<file path="src/rtl/dram_init_seq.sv">
module dram_init_seq #(
  parameter int CLK_MHZ   = 100,
  parameter int STABLE_US = 200,
  parameter int T_RP      = 3,
  parameter int T_RFC     = 12,
  parameter int T_MRD     = 2,
  parameter int ADDRW     = 13
) (
  input  logic             clk,
  input  logic             rst_n,
  input  logic             start,
  input  logic             dll_off_sel,
  input  logic             dll_locked,
  input  logic [9:0]       lock_value,
  input  logic [ADDRW-1:0] mode_data,
  output logic [2:0]       cmd,
  output logic [ADDRW-1:0] addr,
  output logic             cke,
  output logic             dll_on,
  output logic             dll_start,
  output logic [7:0]       dll_force,
  output logic             ref_allow,
  output logic             done
);
  localparam int STABLE_CYC = CLK_MHZ * STABLE_US;
  localparam int CW   = $clog2(STABLE_CYC + 1);
  localparam int TMAX = (T_RP > T_RFC) ? ((T_RP > T_MRD) ? T_RP : T_MRD)
                                       : ((T_RFC > T_MRD) ? T_RFC : T_MRD);
  localparam int GW   = $clog2(TMAX + 1) + 1;
  localparam logic [2:0] C_NOP = 3'd0, C_PALL = 3'd1, C_REF = 3'd2, C_MRS = 3'd3;
  localparam logic [ADDRW-1:0] A_ALLBANK = ADDRW'(1) << 10;

  typedef enum logic [3:0] {
    S_IDLE, S_CKE, S_DLLON, S_GO, S_LOCK, S_FORCE, S_OFF, S_STABLE,
    S_PALL, S_GRP, S_REF1, S_GRF1, S_REF2, S_GRF2, S_MRS, S_GMRD
  } st_t;

  st_t           st;
  logic [CW-1:0] stab_q;
  logic [GW-1:0] gap_q;
  logic          lock_seen_q;
  logic          fin_q;
  logic          gap_end;

  assign gap_end = (gap_q <= GW'(1));

  always_ff @(posedge clk) begin
    if (!rst_n) begin
      st <= S_IDLE;
      stab_q <= '0;
      gap_q <= '0;
      lock_seen_q <= 1'b0;
      fin_q <= 1'b0;
      cke <= 1'b0;
      dll_on <= 1'b0;
      dll_start <= 1'b0;
      dll_force <= '0;
    end else begin
      if (cke && stab_q != CW'(STABLE_CYC)) stab_q <= stab_q + CW'(1);
      if (!gap_end) gap_q <= gap_q - GW'(1);
      case (st)
        S_IDLE:   if (start && !fin_q) begin cke <= 1'b1; st <= S_CKE; end
        S_CKE:    begin dll_on <= 1'b1; st <= S_DLLON; end
        S_DLLON:  begin dll_start <= 1'b1; st <= S_GO; end
        S_GO:     st <= S_LOCK;
        S_LOCK:   if (dll_locked) begin
                    lock_seen_q <= 1'b1;
                    st <= dll_off_sel ? S_FORCE : S_STABLE;
                  end
        S_FORCE:  begin dll_force <= lock_value[9:2]; st <= S_OFF; end
        S_OFF:    begin dll_on <= 1'b0; st <= S_STABLE; end
        S_STABLE: if (stab_q == CW'(STABLE_CYC)) st <= S_PALL;
        S_PALL:   begin gap_q <= GW'(T_RP);  st <= S_GRP; end
        S_GRP:    if (gap_end) st <= S_REF1;
        S_REF1:   begin gap_q <= GW'(T_RFC); st <= S_GRF1; end
        S_GRF1:   if (gap_end) st <= S_REF2;
        S_REF2:   begin gap_q <= GW'(T_RFC); st <= S_GRF2; end
        S_GRF2:   if (gap_end) st <= S_MRS;
        S_MRS:    begin gap_q <= GW'(T_MRD); st <= S_GMRD; end
        S_GMRD:   if (gap_end) begin fin_q <= 1'b1; st <= S_IDLE; end
        default:  st <= S_IDLE;
      endcase
    end
  end

  assign cmd = (st == S_PALL) ? C_PALL :
               (st == S_REF1 || st == S_REF2) ? C_REF :
               (st == S_MRS) ? C_MRS : C_NOP;
  assign addr = (st == S_MRS) ? mode_data : (st == S_PALL) ? A_ALLBANK : '0;
  assign done = fin_q;
  assign ref_allow = fin_q && cke;

  AST_CKE_HELD: assert property (@(posedge clk) disable iff (!rst_n) cke |=> cke);
  AST_START_AFTER_ON: assert property (@(posedge clk) disable iff (!rst_n) $rose(dll_start) |-> dll_on);
  AST_CMD_AFTER_LOCK: assert property (@(posedge clk) disable iff (!rst_n) (cmd != C_NOP) |-> lock_seen_q);
  AST_CMD_AFTER_STABLE: assert property (@(posedge clk) disable iff (!rst_n) (cmd != C_NOP) |-> (stab_q == CW'(STABLE_CYC)));
  AST_DONE_STICKY: assert property (@(posedge clk) disable iff (!rst_n) done |=> done);
  AST_NO_CMD_DONE: assert property (@(posedge clk) disable iff (!rst_n) done |-> (cmd == C_NOP));
endmodule

</file>
<file path="config.mk">
export PLATFORM = sky130hd
export DESIGN_NAME = dram_init_seq
export DESIGN_NICKNAME = d
export VERILOG_FILES = /design/src/rtl/dram_init_seq.sv
export SDC_FILE = /design/constraint.sdc
export NUM_CORES = 1
export LEC_CHECK = 0
export ABC_AREA = 1
export BUFFER_PORTS_ARGS = -buffer_cell sky130_fd_sc_hd__buf_2
export CELL_PAD_IN_SITES_DETAIL_PLACEMENT = 0
export CELL_PAD_IN_SITES_GLOBAL_PLACEMENT = 1
export CORE_MARGIN = 2
export CORE_UTILIZATION = 32
export DETAILED_ROUTE_END_ITERATION = 16
export PLACE_DENSITY_LB_ADDON = 0.12
export SLEW_MARGIN = 40
export SYNTH_ARGS = -nofsm -noshare
export SYNTH_HDL_FRONTEND = slang
export SYNTH_SLANG_ARGS = --single-unit
</file>
<file path="constraint.sdc">
create_clock -name clk -period 1.3 [get_ports clk]
set_input_delay 0.26 -clock clk [delete_from_list [all_inputs] [get_ports clk]]
set_output_delay 0.26 -clock clk [all_outputs]
set_load 0.02 [all_outputs]
</file>
==> results.py <==
metrics = {
    "clock_tree": {
        "clk_pin_slew_ps": 80,
        "cts.path.max_buffers": 2,
        "cts_tree": "built",
        "cts_made_buffers": 5,
        "cts_hold_buf": 0,
        "clock_latency_ps": 290,
        "cts_sinks": 36,
        "cts_root_buf": "clkbuf_8",
        "htreeDepth": 2,
    },
    "synth": {
        "yosysSeqAreaShare_pct": 34.45,
        "syn-num-nets": 351,
        "synth_edf_count": 0,
        "yosys.cell_count.top_type": "nand2_1",
        "synth_top_area_share_pct": 34.45,
        "syn_area_per_cell_um2": 6.558,
        "synth.distinct_cells": 33,
        "yosys_most_used_dff": "dfxtp_1",
        "synth_common_cells": "nand2_1, nor2_1, inv_1",
        "syn_area_um2": 2092,
        "ys_ff_latch": 36,
        "async_reset_ff_share_pct": 0,
        "synth_top_area_cell": "dfxtp_1",
        "syn-instance-count": 319,
        "synth_warnings": 0,
        "synthTopCellsByArea": "dfxtp_1, nand2_1, nor2_1",
    },
    "worst_setup_path": {
        "crit_type": "register to output pin",
        "path_cells": "inv_4, nand2_4, nor2_4, inv_4, buf_12, nor2_4, buf_6",
        "arrival_ps": 1300,
        "slowest_delay_ps": 340,
        "end_kind": "output pin",
        "worstSetupStartpointType": "register",
        "critPathMaxFanout": 7,
        "cp.required_ps": 1040,
        "worst_path_max_delay_cell": "dfxtp_2",
    },
    "finish": {
        "n_fill_cell": 598,
        "num_antenna_cells": 0,
        "drive_above_1_share_pct": 53.69,
        "syn_to_final_growth_pct": 76.44,
        "final_nets": 465,
    },
    "timing": {
        "min_period_ps": 1556,
        "slew_viol_final": 0,
        "finalWorstSetupSlack_ps": -255.6,
        "fin_crit_sh_pct": 119.7,
        "setup_violations": 42,
        "hold_viol": 0,
        "whs_ps": 212.6,
        "fmax_mhz": 642.9,
        "rsz0062_at_grt": "yes",
        "skew_ps": 6.936,
    },
    "die": {
        "core.rowCount": 29,
        "start_util_pct": 32.95,
        "die_w_um": 84.86,
        "core_um2": 6350,
        "dieHeight_um": 84.86,
        "ios": 57,
        "die_area_um2": 7200,
    },
    "grt": {
        "grt_pass1_vias": 2141,
        "grt.total_usage_pct": 17.64,
        "grt_max_degree": 14,
        "gr-total-overflow": 0,
        "antenna_found_initial": 0,
        "grt_pass1_wl_um": 10270,
    },
    "pwr": {
        "switching_share_pct": 31.66,
        "p_comb_share_pct": 38.9,
        "powerDensity_nw_per_um2": 1201,
        "clkPwrFrac_pct": 31.2,
        "seqPwrFrac_pct": 29.9,
        "p_switching_mw": 1.403,
        "power.leakage_nw": 1.646,
        "finalPower_mw": 4.433,
        "vdd_drop_max_v": 0.0008301,
        "p_int_mw": 3.029,
    },
    "detailed_routing": {
        "wl_per_cell_um": 12.09,
        "drtIter0Drc": 75,
        "drtPass1Iterations": 4,
        "drc_errors": 0,
        "vias": 2330,
        "ant_nets": 0,
        "via_per_inst": 4.560,
        "routed_wl_um": 6177,
    },
    "job": {
        "cap_violations": 0,
    },
    "place": {
        "port_buffers": 53,
        "routabilityCongestion": 0.9036,
        "hpwl_um": 4131,
    },
    "min_path": {
        "min_path_type": "input port to register",
    },
    "outcome": {
        "outcome": "finished, violations left",
        "violations": "setup timing",
    },
}
## final cells by class
class | count | area (µm²) | area share (%)
well taps | 77 | 96.34 | 2.610
clock buffers | 5 | 68.82 | 1.864
repair buffers | 112 | 860.8 | 23.32
flip-flops and latches | 36 | 742.0 | 20.10
inverters | 44 | 178.9 | 4.847
clock inverters | 3 | 90.09 | 2.441
multi-input cells | 234 | 1654 | 44.81
## power groups by stage
stage / sequential (mW) / combinational [mW] / clock (mW)
floorplan: 1.37 / 0.796 / 0
global placement: 1.33 / 1.35 / 0
detailed placement: 1.34 / 1.35 / 0
CTS: 1.33 / 1.58 / 1.44
global route: 1.34 / 1.91 / 1.48
finish: 1.32 / 1.73 / 1.38
## sequential cells by signal (all words and copies together), names as in the netlist
register	flops
stab_q	15
dll_force	8
gap_q	5
st	4
cke	1
dll_on	1
dll_start	1
done	1
## worst max-delay path: cells and delay by family, from the launching register on
| kind | cells | cell delay [ps] |
|---|---|---|
| flops | 1 | 340 |
| buf+inv | 4 | 400 |
| simple gates | 3 | 270 |
## layout by cell type, fill, tap and decap left out, drive strengths merged
master | Yosys | final
nand3 | 10 | 10
xnor2 | 7 | 7
o21ai | 21 | 21
nand3b | 1 | 1
nor2 | 68 | 68
ha | 4 | 4
nand2 | 80 | 82
o22ai | 1 | 1
clkbuf | 1 | 5
nand4 | 3 | 3
o21bai | 1 | 1
xor2 | 5 | 5
dfxtp | 36 | 36
nor3 | 2 | 2
buf | 6 | 112
a211oi | 1 | 1
inv | 43 | 43
bufinv | 0 | 3
conb | 1 | 1
a22oi | 1 | 1
nor4 | 1 | 1
a21oi | 25 | 25
clkinvlp | 0 | 1
## stage by stage
step / setup slack [ps] / cells / cell area, µm² / TNS [ps] / utilization, %
after floorplan: -30.77 / 319 / 2208 / -88.44 / -
after global placement: -108.0 / 486 / 2864 / -2553 / 45.10
after detailed placement: -145.6 / 486 / 2864 / -3449 / 45.10
after CTS: -292.4 / 507 / 3470 / -6795 / 54.64
after global routing: -321.5 / 511 / 3691 / -10930 / 58.13
final: -255.6 / 511 / 3691 / -7130 / 58.13
## metal layers
| metal | part of all wire, % | up-vias | GRT usage [%] |
|---|---|---|---|
| met3 | 3.9 | 8 | 3.891 |
| met2 | 48 | 46 | 29.06 |
| met4 | 1.1 | 0 | 4.040 |
| li1 | - | 1219 | - |
| met5 | 0 | - | 0 |
| met1 | 47 | 1057 | 23.74 |
## final timing paths
kind                               startpoint  depth (start not counted)      endpoint  slack [ps]
worst max-delay path                    st[0]                          7       addr[0]        -260
worst min-delay path            lock_value[2]                          3  dll_force[0]         210
worst max register to register      stab_q[0]                         11     stab_q[4]        -180
worst min register to register      dll_start                          2     dll_start         480
## cell families after synthesis
| kind of cell | count (synthesis) | share of synthesized area, % |
|---|---|---|
| flip-flops | 36 | 34.45 |
| AND/OR/NAND/NOR | 165 | 33.79 |
| adder cells (fa/ha/maj) | 4 | 2.392 |
| other | 1 | 0.1793 |
| AO/OA/AOI/OAI | 50 | 13.82 |
| XOR/XNOR | 12 | 5.024 |
| buffers and inverters | 51 | 10.35 |
## repair_timing
action | 4_1_cts | 5_1_grt
resized for setup | 91 | 59
hold endpoints to repair | 0 | 0
pin swaps | 18 | 23
endpoints found under the setup margin | 42 | 49
cloned | 4 | 0
buffers inserted | 9 | 7
No activity file was read; power rests on OpenSTA's default activity.
